<file path="src/rtl/dbg_regport_pkg.sv">
package dbg_regport_pkg;
    localparam int IDX_W = 5;
    localparam int TBL_DEPTH = 1 << IDX_W;

    typedef enum logic [1:0] {
        TGT_NONE = 2'd0,
        TGT_GPR  = 2'd1,
        TGT_CT   = 2'd2
    } dbg_tgt_e;

    typedef struct packed {
        dbg_tgt_e         tgt;
        logic [IDX_W-1:0] idx;
    } dbg_dec_t;
endpackage

</file>
<file path="src/rtl/dbg_addr_decode.sv">
module dbg_addr_decode
    import dbg_regport_pkg::*;
#(
    parameter int ADDR_W = 12
) (
    input  logic [ADDR_W-1:0] addr,
    output dbg_dec_t          dec
);
    localparam int WIN_BITS = IDX_W + 3;  // two tables of words

    logic aligned;
    logic in_window;

    always_comb begin
        aligned   = (addr[1:0] == 2'b00);
        in_window = (addr[ADDR_W-1:WIN_BITS] == '0);
        dec.idx   = addr[WIN_BITS-2:2];
        if (!aligned || !in_window) begin
            dec.tgt = TGT_NONE;
        end else if (addr[WIN_BITS-1]) begin
            dec.tgt = TGT_CT;
        end else begin
            dec.tgt = TGT_GPR;
        end
    end
endmodule

</file>
<file path="src/rtl/dbg_gpr_file.sv">
module dbg_gpr_file #(
    parameter int DATA_W    = 32,
    parameter int DEPTH     = 32,
    parameter int IDX_W     = 5,
    parameter int PULSE_IDX = 30
) (
    input  logic              clk,
    input  logic              rst_n,
    input  logic              core_we,
    input  logic [IDX_W-1:0]  core_widx,
    input  logic [DATA_W-1:0] core_wdata,
    input  logic              dbg_we,
    input  logic [IDX_W-1:0]  dbg_widx,
    input  logic [DATA_W-1:0] dbg_wdata,
    input  logic [IDX_W-1:0]  dbg_ridx,
    output logic [DATA_W-1:0] dbg_rdata,
    input  logic [IDX_W-1:0]  core_ridx,
    output logic [DATA_W-1:0] core_rdata,
    output logic              pulse
);
    localparam logic [IDX_W-1:0] PULSE_SEL = IDX_W'(PULSE_IDX);

    typedef struct packed {
        logic [DEPTH-1:0][DATA_W-1:0] regs;
        logic                         pulse;
    } gpr_state_t;

    gpr_state_t st_d, st_q;

    always_comb begin
        st_d = st_q;
        st_d.pulse = 1'b0;
        if (core_we) begin
            st_d.regs[core_widx] = core_wdata;
            st_d.pulse = (core_widx == PULSE_SEL);
        end else if (dbg_we) begin
            st_d.regs[dbg_widx] = dbg_wdata;
            st_d.pulse = (dbg_widx == PULSE_SEL);
        end
    end

    always_ff @(posedge clk) begin
        if (!rst_n) begin
            st_q <= '0;
        end else begin
            st_q <= st_d;
        end
    end

    assign dbg_rdata  = st_q.regs[dbg_ridx];
    assign core_rdata = st_q.regs[core_ridx];
    assign pulse      = st_q.pulse;
endmodule

</file>
<file path="src/rtl/dbg_ct_table.sv">
module dbg_ct_table #(
    parameter int DATA_W   = 32,
    parameter int DEPTH    = 32,
    parameter int IDX_W    = 5,
    parameter int WR_CNT   = 8,
    parameter int RO_BUS_W = (DEPTH - WR_CNT) * DATA_W
) (
    input  logic                clk,
    input  logic                rst_n,
    input  logic                we,
    input  logic [IDX_W-1:0]    idx,
    input  logic [DATA_W-1:0]   wdata,
    input  logic [RO_BUS_W-1:0] ro_in,
    output logic [DATA_W-1:0]   rdata
);
    localparam int STORE_N = (WR_CNT > 0) ? WR_CNT : 1;

    typedef struct packed {
        logic [STORE_N-1:0][DATA_W-1:0] ent;
    } ct_state_t;

    ct_state_t st_d, st_q;
    logic [DEPTH-1:0][DATA_W-1:0] view;

    always_comb begin
        st_d = st_q;
        for (int i = 0; i < WR_CNT; i++) begin
            if (we && (int'(idx) == i)) begin
                st_d.ent[i] = wdata;
            end
        end
    end

    always_ff @(posedge clk) begin
        if (!rst_n) begin
            st_q <= '0;
        end else begin
            st_q <= st_d;
        end
    end

    for (genvar gi = 0; gi < DEPTH; gi++) begin : g_view
        if (gi < WR_CNT) begin : g_rw
            assign view[gi] = st_q.ent[gi];
        end else begin : g_ro
            assign view[gi] = ro_in[(gi - WR_CNT)*DATA_W +: DATA_W];
        end
    end

    assign rdata = view[idx];
endmodule

</file>
<file path="src/rtl/dbg_regport.sv">
module dbg_regport
    import dbg_regport_pkg::*;
#(
    parameter int DATA_W    = 32,
    parameter int ADDR_W    = 12,
    parameter int CT_WR_CNT = 8,
    parameter int PULSE_IDX = 30,
    parameter int RO_BUS_W  = (TBL_DEPTH - CT_WR_CNT) * DATA_W
) (
    input  logic                clk,
    input  logic                rst_n,
    input  logic                core_en,
    input  logic                req_valid,
    input  logic                req_write,
    input  logic [ADDR_W-1:0]   req_addr,
    input  logic [DATA_W-1:0]   req_wdata,
    output logic                req_ready,
    output logic                rsp_valid,
    output logic [DATA_W-1:0]   rsp_rdata,
    input  logic                core_we,
    input  logic [IDX_W-1:0]    core_widx,
    input  logic [DATA_W-1:0]   core_wdata,
    input  logic [IDX_W-1:0]    core_ridx,
    output logic [DATA_W-1:0]   core_rdata,
    input  logic [RO_BUS_W-1:0] ct_ro_in,
    output logic                r30_pulse
);
    typedef struct packed {
        logic              valid;
        logic [DATA_W-1:0] rdata;
    } rsp_state_t;

    dbg_dec_t          dec;
    logic              granted;
    logic              gpr_we;
    logic              ct_we;
    logic              core_we_eff;
    logic [DATA_W-1:0] gpr_rdata;
    logic [DATA_W-1:0] ct_rdata;
    rsp_state_t        rsp_d, rsp_q;

    dbg_addr_decode #(.ADDR_W(ADDR_W)) u_dec (
        .addr (req_addr),
        .dec  (dec)
    );

    always_comb begin
        granted     = req_valid && !core_en;
        gpr_we      = granted && req_write && (dec.tgt == TGT_GPR);
        ct_we       = granted && req_write && (dec.tgt == TGT_CT);
        core_we_eff = core_we && core_en;
    end

    dbg_gpr_file #(
        .DATA_W    (DATA_W),
        .DEPTH     (TBL_DEPTH),
        .IDX_W     (IDX_W),
        .PULSE_IDX (PULSE_IDX)
    ) u_gpr (
        .clk        (clk),
        .rst_n      (rst_n),
        .core_we    (core_we_eff),
        .core_widx  (core_widx),
        .core_wdata (core_wdata),
        .dbg_we     (gpr_we),
        .dbg_widx   (dec.idx),
        .dbg_wdata  (req_wdata),
        .dbg_ridx   (dec.idx),
        .dbg_rdata  (gpr_rdata),
        .core_ridx  (core_ridx),
        .core_rdata (core_rdata),
        .pulse      (r30_pulse)
    );

    dbg_ct_table #(
        .DATA_W   (DATA_W),
        .DEPTH    (TBL_DEPTH),
        .IDX_W    (IDX_W),
        .WR_CNT   (CT_WR_CNT),
        .RO_BUS_W (RO_BUS_W)
    ) u_ct (
        .clk   (clk),
        .rst_n (rst_n),
        .we    (ct_we),
        .idx   (dec.idx),
        .wdata (req_wdata),
        .ro_in (ct_ro_in),
        .rdata (ct_rdata)
    );

    always_comb begin
        rsp_d       = '0;
        rsp_d.valid = req_valid;
        if (granted && !req_write) begin
            unique case (dec.tgt)
                TGT_GPR: rsp_d.rdata = gpr_rdata;
                TGT_CT:  rsp_d.rdata = ct_rdata;
                default: rsp_d.rdata = '0;
            endcase
        end
    end

    always_ff @(posedge clk) begin
        if (!rst_n) begin
            rsp_q <= '0;
        end else begin
            rsp_q <= rsp_d;
        end
    end

    assign req_ready = 1'b1;
    assign rsp_valid = rsp_q.valid;
    assign rsp_rdata = rsp_q.rdata;
endmodule

</file>
<file path="config.mk">
export PLATFORM = sky130hd
export DESIGN_NAME = dbg_regport
export DESIGN_NICKNAME = d
export VERILOG_FILES = /design/src/rtl/dbg_regport_pkg.sv /design/src/rtl/dbg_addr_decode.sv /design/src/rtl/dbg_gpr_file.sv /design/src/rtl/dbg_ct_table.sv /design/src/rtl/dbg_regport.sv
export SDC_FILE = /design/constraint.sdc
export NUM_CORES = 2
export LEC_CHECK = 0
export ABC_AREA = 1
export BUFFER_PORTS_ARGS = -buffer_cell sky130_fd_sc_hd__buf_2
export CELL_PAD_IN_SITES_DETAIL_PLACEMENT = 1
export CELL_PAD_IN_SITES_GLOBAL_PLACEMENT = 1
export CORE_MARGIN = 4
export CORE_UTILIZATION = 30
export CTS_CLUSTER_DIAMETER = 150
export CTS_CLUSTER_SIZE = 14
export DETAILED_ROUTE_END_ITERATION = 10
export MAX_ROUTING_LAYER = met4
export PLACE_DENSITY = 0.69
export SYNTH_ARGS = -nofsm -noshare
export SYNTH_HDL_FRONTEND = slang
export SYNTH_SLANG_ARGS = --single-unit
export TNS_END_PERCENT = 5
</file>
<file path="constraint.sdc">
create_clock -name clk -period 2.3 [get_ports clk]
set_clock_uncertainty 0.15 [all_clocks]
set_input_delay 0.345 -clock clk [delete_from_list [all_inputs] [get_ports clk]]
set_output_delay 0.345 -clock clk [all_outputs]
set_load 0.01 [all_outputs]
</file>
# After elaboration in Yosys (flattened, before gate mapping)

Cells that the tools add are included.

Register bits after elaboration: 1,314
Bits of input ports: 860
Output and inout port bits: 67
Word-level logic and storage cells: 102

$lt $le $gt $ge: 5
Equal/unequal tests: 11
Muxes and demuxes: 17
Reductions and logical operators: 26

Operator list:

| cell               | count |
|---|---|
| $mux 1025          | 2 |
| $bwmux 1024        | 2 |
| $bmux 32 s5        | 3 |
| $demux 32 s5       | 2 |
| $mux 32            | 5 |
| $pmux 32 s2        | 1 |
| $eq 5x4->1 const B | 4 |
| $lt 5x6->1 const B | 3 |
| $logic_and 1x1->1  | 16 |
| $eq 5x3->1 const B | 2 |
| $eq 5x5->1 const B | 2 |
| $ge 5x1->1 const B | 2 |
| $eq 5x2->1 const B | 1 |
| $logic_not 5->1    | 1 |
| $logic_not 1->1    | 4 |
| $logic_not 4->1    | 1 |
| $mux 2             | 2 |
| $eq 2x1->1 const B | 1 |
| $eq 2x2->1 const B | 1 |
| $logic_not 2->1    | 1 |
| $reduce_and 2->1   | 1 |
| $reduce_bool 2->1  | 1 |
| $logic_or 1x1->1   | 1 |

# Longest topological paths before layout

Depth in word-level cells: 8
Gate-level depth with buffers: 14
Gate-level depth less buffers: 11

# Hierarchy

A second synthesis with hierarchy kept.

Cells, all modules: 15,536
Area, all modules: 86,331.5 µm²

Modules (own cells, without submodules):

| module          | times used | cells an instance | area an instance (µm²) | sequential area each (µm²) |
|---|---|---|---|---|
| dbg_gpr_file    | 1          | 11,343            | 64,413.0               | 20,519.7 |
| dbg_ct_table    | 1          | 3,959             | 20,204.4               | 5,124.9 |
| dbg_regport     | 1          | 222               | 1,649.1                | 660.6 |
| dbg_addr_decode | 1          | 12                | 65.1                   | 0.0 |

# Least setup slack after synthesis

Ideal clock, no wire load.

Kind: input -> output
Start point: in core_ridx[0]
End point: out core_rdata[19]
Data arrival time: 1,554 ps
Data required time: 1,805 ps
Setup slack: 251 ps
Cell stages on the path: 10
Buffers on the path: 3
Cell sequence: inv_1 > buf_2 > buf_2 > clkbuf_1 > nor2_1 > o221ai_1 > nand3_1 > nand2_1 > nand2_1 > nand2_1

Cells in the longest elaborated chain, start to end: 2

Ends and longest elaborated chain:

| item                          | RTL line           | text |
|---|---|---|
| start: declaration            | dbg_regport.sv:23  | `input logic [IDX_W-1:0] core_ridx,` |
| $bmux 32 s5                   | dbg_gpr_file.sv:51 | `assign core_rdata = st_q.regs[core_ridx];` |
| $mux 32 (implied by the code) | dbg_gpr_file.sv:51 |  |
| end: declaration              | dbg_regport.sv:24  | `output logic [DATA_W-1:0] core_rdata,` |

No other way between the ends. The select of a mux whose other input is x is not followed.

# Worst setup path after layout

Start point: reg u_gpr.st_q[1017] in the netlist's numbering
End point: out core_rdata[24]

Cells in the longest elaborated chain, start to end: 2

Ends and longest elaborated chain:

| item                          | RTL line           | text |
|---|---|---|
| start: declaration            | dbg_gpr_file.sv:28 | `gpr_state_t st_d, st_q;` |
| start signal: assignment      | dbg_gpr_file.sv:46 | `st_q <= st_d;` |
| $bmux 32 s5                   | dbg_gpr_file.sv:51 |  |
| $mux 32 (implied by the code) | dbg_gpr_file.sv:51 |  |

No other way between the ends. The select of a mux whose other input is x is not followed.

==> results.py <==
metrics = {
    "die": {
        "dieArea_um2": 285000,
        "die_x_um": 534,
        "rows": 192,
        "boundaryPins": 927,
        "initial_core_util_pct": 30.3,
        "die_y_um": 534,
        "core_area_um2": 275000,
    },
    "placement": {
        "dpl.hpwl_um": 428000,
        "io_buffer_count": 925,
        "gp_congestion": 1.02,
    },
    "clocking": {
        "clk_pin_slew_worst_paths_ns": 0.08,
        "root_buffer": "clkbuf_16",
        "clockBufferDepth": 3,
        "numCtsBuffers": 103,
        "clk_latency_ns": 0.82,
        "clock-sinks": 1314,
        "cts_max_level": 3,
        "cts_tree": "built",
    },
    "sta": {
        "finalSetupViolations": 40,
        "hold_violations": 0,
        "tightestPinTransition_ns": 1.21,
        "rsz0062_at_grt": "yes",
        "drv_slew": 0,
        "fin_ws_ns": -0.562,
        "min_period_ns": 2.86,
        "min_period_over_period_pct": 124,
        "relSlewSlack_pct": 19.0,
        "max_freq_mhz": 349,
    },
    "routing": {
        "firstDrtPassIters": 8,
        "wirelength_um": 571000,
        "antenna_left": 0,
        "vias_per_cell": 5.79,
        "route.detailed.drc": 0,
        "post_drt_wl_per_cell_um": 30.2,
        "vias": 109000,
        "drt_iter0_drc": 13200,
    },
    "logic_synthesis": {
        "ys_warn_count": 0,
        "yosysUniqueCellTypes": 39,
        "yosysTopAreaCell": "dfxtp_1",
        "synth_top_area_share_pct": 31.7,
        "synth_cells": 14000,
        "syn-num-nets": 14900,
        "synth-seq-area-share_pct": 31.7,
        "synth_ff_type": "dfxtp_1",
        "ys_ff_latch": 1314,
        "netlist_area_um2": 83100,
        "yosys-top-cells-area": "dfxtp_1, nand2_1, nor2_1",
        "async_flop_share_pct": 0,
        "synth-edff-count": 0,
        "synth.avg_cell_area_um2": 5.92,
    },
    "layout": {
        "multi_input_area_um2": 49400,
        "num-nets-final": 16000,
        "drive_above_1_share_pct": 17.9,
        "utilization_pct": 38.7,
        "area_growth_pct": 27.9,
        "register_area_um2": 26400,
        "fill_cells": 36100,
    },
    "critical_path": {
        "critical-path-slowest-cell": "dfxtp_2",
        "path_cells": "inv_2, o21ai_1, a21oi_1, o21ai_1, nand3_2, nand2_2, nand2_2, nand2_2, buf_12, buf_12",
        "crit_fanout": 2,
        "slowest_delay_ns": 0.34,
        "endpoint_kind": "output port",
        "start_kind": "flop",
        "cp.required_ns": 1.80,
        "cp_common_cell": "nand2_2",
        "cp.arrival_ns": 2.37,
        "crit_type": "flop to output port",
    },
    "pwr": {
        "total_power_w": 0.0521,
        "irDropWorstVdd_uv": 592,
        "p_per_area_nw_per_um2": 490,
        "leakage_nw": 42.9,
    },
    "global_route": {
        "use_met2_pct": 59.4,
        "grt_pass1_wl_um": 793000,
        "met3_usage_pct": 8.85,
        "antenna_found_initial": 82,
        "first_global_vias": 105000,
        "grt_usage_pct": 39.1,
        "grt_overflow": 0,
        "grt_max_degree": 138,
        "busiest_layer": "met2",
        "use_met1_pct": 45.0,
    },
    "run_status": {
        "violations": "setup timing",
        "status": "finished with violations",
    },
    "job": {
        "drv_cap": 0,
    },
    "worst_hold_path": {
        "hold_path_class": "input pin to flop",
    },
}
-- kinds of logic after synthesis --
kind of cell	count (synthesis)	share of synthesized area, %
buffers and inverters	2002	9.99
AND/OR/NAND/NOR	7698	36.6
flip-flops	1314	31.7
other	1	0.00451
AO/OA/AOI/OAI	3012	21.8
-- where the power goes --
| group | total [W] | switching (W) | internal (W) |
|---|---|---|---|
| combinational | 0.0114 | 0.00772 | 0.00369 |
| clock | 0.0178 | 0.00956 | 0.00821 |
| sequential | 0.0229 | 0.0000729 | 0.0228 |
-- synth_stat cells, types with 117 or more instances --
library cell / instances
nand2_1: 5550
dfxtp_1: 1314
nor2_1: 1264
a21oi_1: 855
clkbuf_1: 682
nand3_1: 679
inv_1: 655
o21ai_0: 625
a31oi_1: 567
buf_2: 433
a22oi_1: 252
o221ai_1: 194
o21bai_1: 193
nand4_1: 138
o21ai_1: 119
buf_1: 117
-- flip-flops by register name (all words and copies together), names as in the netlist --
signal / cells
u_gpr.st_q: 1024
u_gpr.pulse: 1
u_ct.st_q: 256
rsp_valid: 1
rsp_rdata: 32
-- cells in the final DEF (no fill, tap or decap), types with 61 or more instances in the layout --
master / n
dlygate4sd3_1: 62
o21bai_1: 193
a31oi_1: 567
nand3_1: 633
buf_4: 867
buf_12: 415
o21ai_0: 547
diode_2: 101
o221ai_1: 181
dfxtp_2: 61
clkbuf_16: 107
dfxtp_1: 1252
o22ai_1: 76
nand2_2: 86
inv_1: 641
nand2_1: 5464
o21ai_1: 191
nand4_1: 138
a22oi_1: 252
nor2_1: 1214
buf_2: 894
a21oi_1: 854
inv_2: 61
-- per-stage QoR --
stage	hold slack [ns]	instances	TNS (ns)	worst slack, ns	cell area [um^2]
floorplan	0.274	14000	0	0.251	83100
global placement	0.280	18600	-237.60	-0.998	102000
detailed placement	0.286	18600	-260.56	-1.03	102000
CTS	0.00499	18800	-14.41	-0.508	106000
global route	0.0391	18900	-17.53	-0.603	106000
finish	0.0517	18900	-15.90	-0.562	106000
-- cell type report --
| class | instances | share of cell area (%) |
|---|---|---|
| Multi-Input combinational cell | 10700 | 46.5 |
| Timing Repair Buffer | 2257 | 19.0 |
| Tap cell | 3686 | 4.34 |
| Clock buffer | 108 | 2.53 |
| Clock inverter | 3 | 0.0247 |
| Sequential cell | 1314 | 24.8 |
| Antenna cell | 101 | 0.238 |
| Inverter | 716 | 2.60 |
-- critical path: cells and delay by family, from the launching register on --
family / cells / cell delay [ns]
AND/OR/NAND/NOR: 4 / 0.51
flip-flops: 1 / 0.34
AO/OA/AOI/OAI: 3 / 0.37
buffers and inverters: 3 / 0.32
-- final timing paths --
check	startpoint	end	slack (ns)	cells past startpoint
max	u_gpr.st_q[1017]	core_rdata[24]	-0.56	10
min	req_wdata[20]	u_gpr.st_q[213]	0.05	4
max reg2reg	u_gpr.st_q[1017]	rsp_rdata[24]	0.17	10
min reg2reg	u_ct.st_q[234]	u_ct.st_q[234]	0.30	2
-- metal layers --
| layer | up-vias | routed length (um) |
|---|---|---|
| met5 | - | 0 |
| li1 | 48000 | - |
| met1 | 53300 | 212000 |
| met2 | 6337 | 251000 |
| met4 | 0 | 52500 |
| met3 | 1665 | 55400 |
-- timing repair --
item,in CTS,in global routing
buffers inserted,3,4
hold buffers,62,0
resized for setup,282,58
endpoints found under the setup margin,41,40
cloned,0,0
pin swaps,128,39
endpoints found under the hold margin,429,0
No activity file was read; power rests on OpenSTA's default activity.
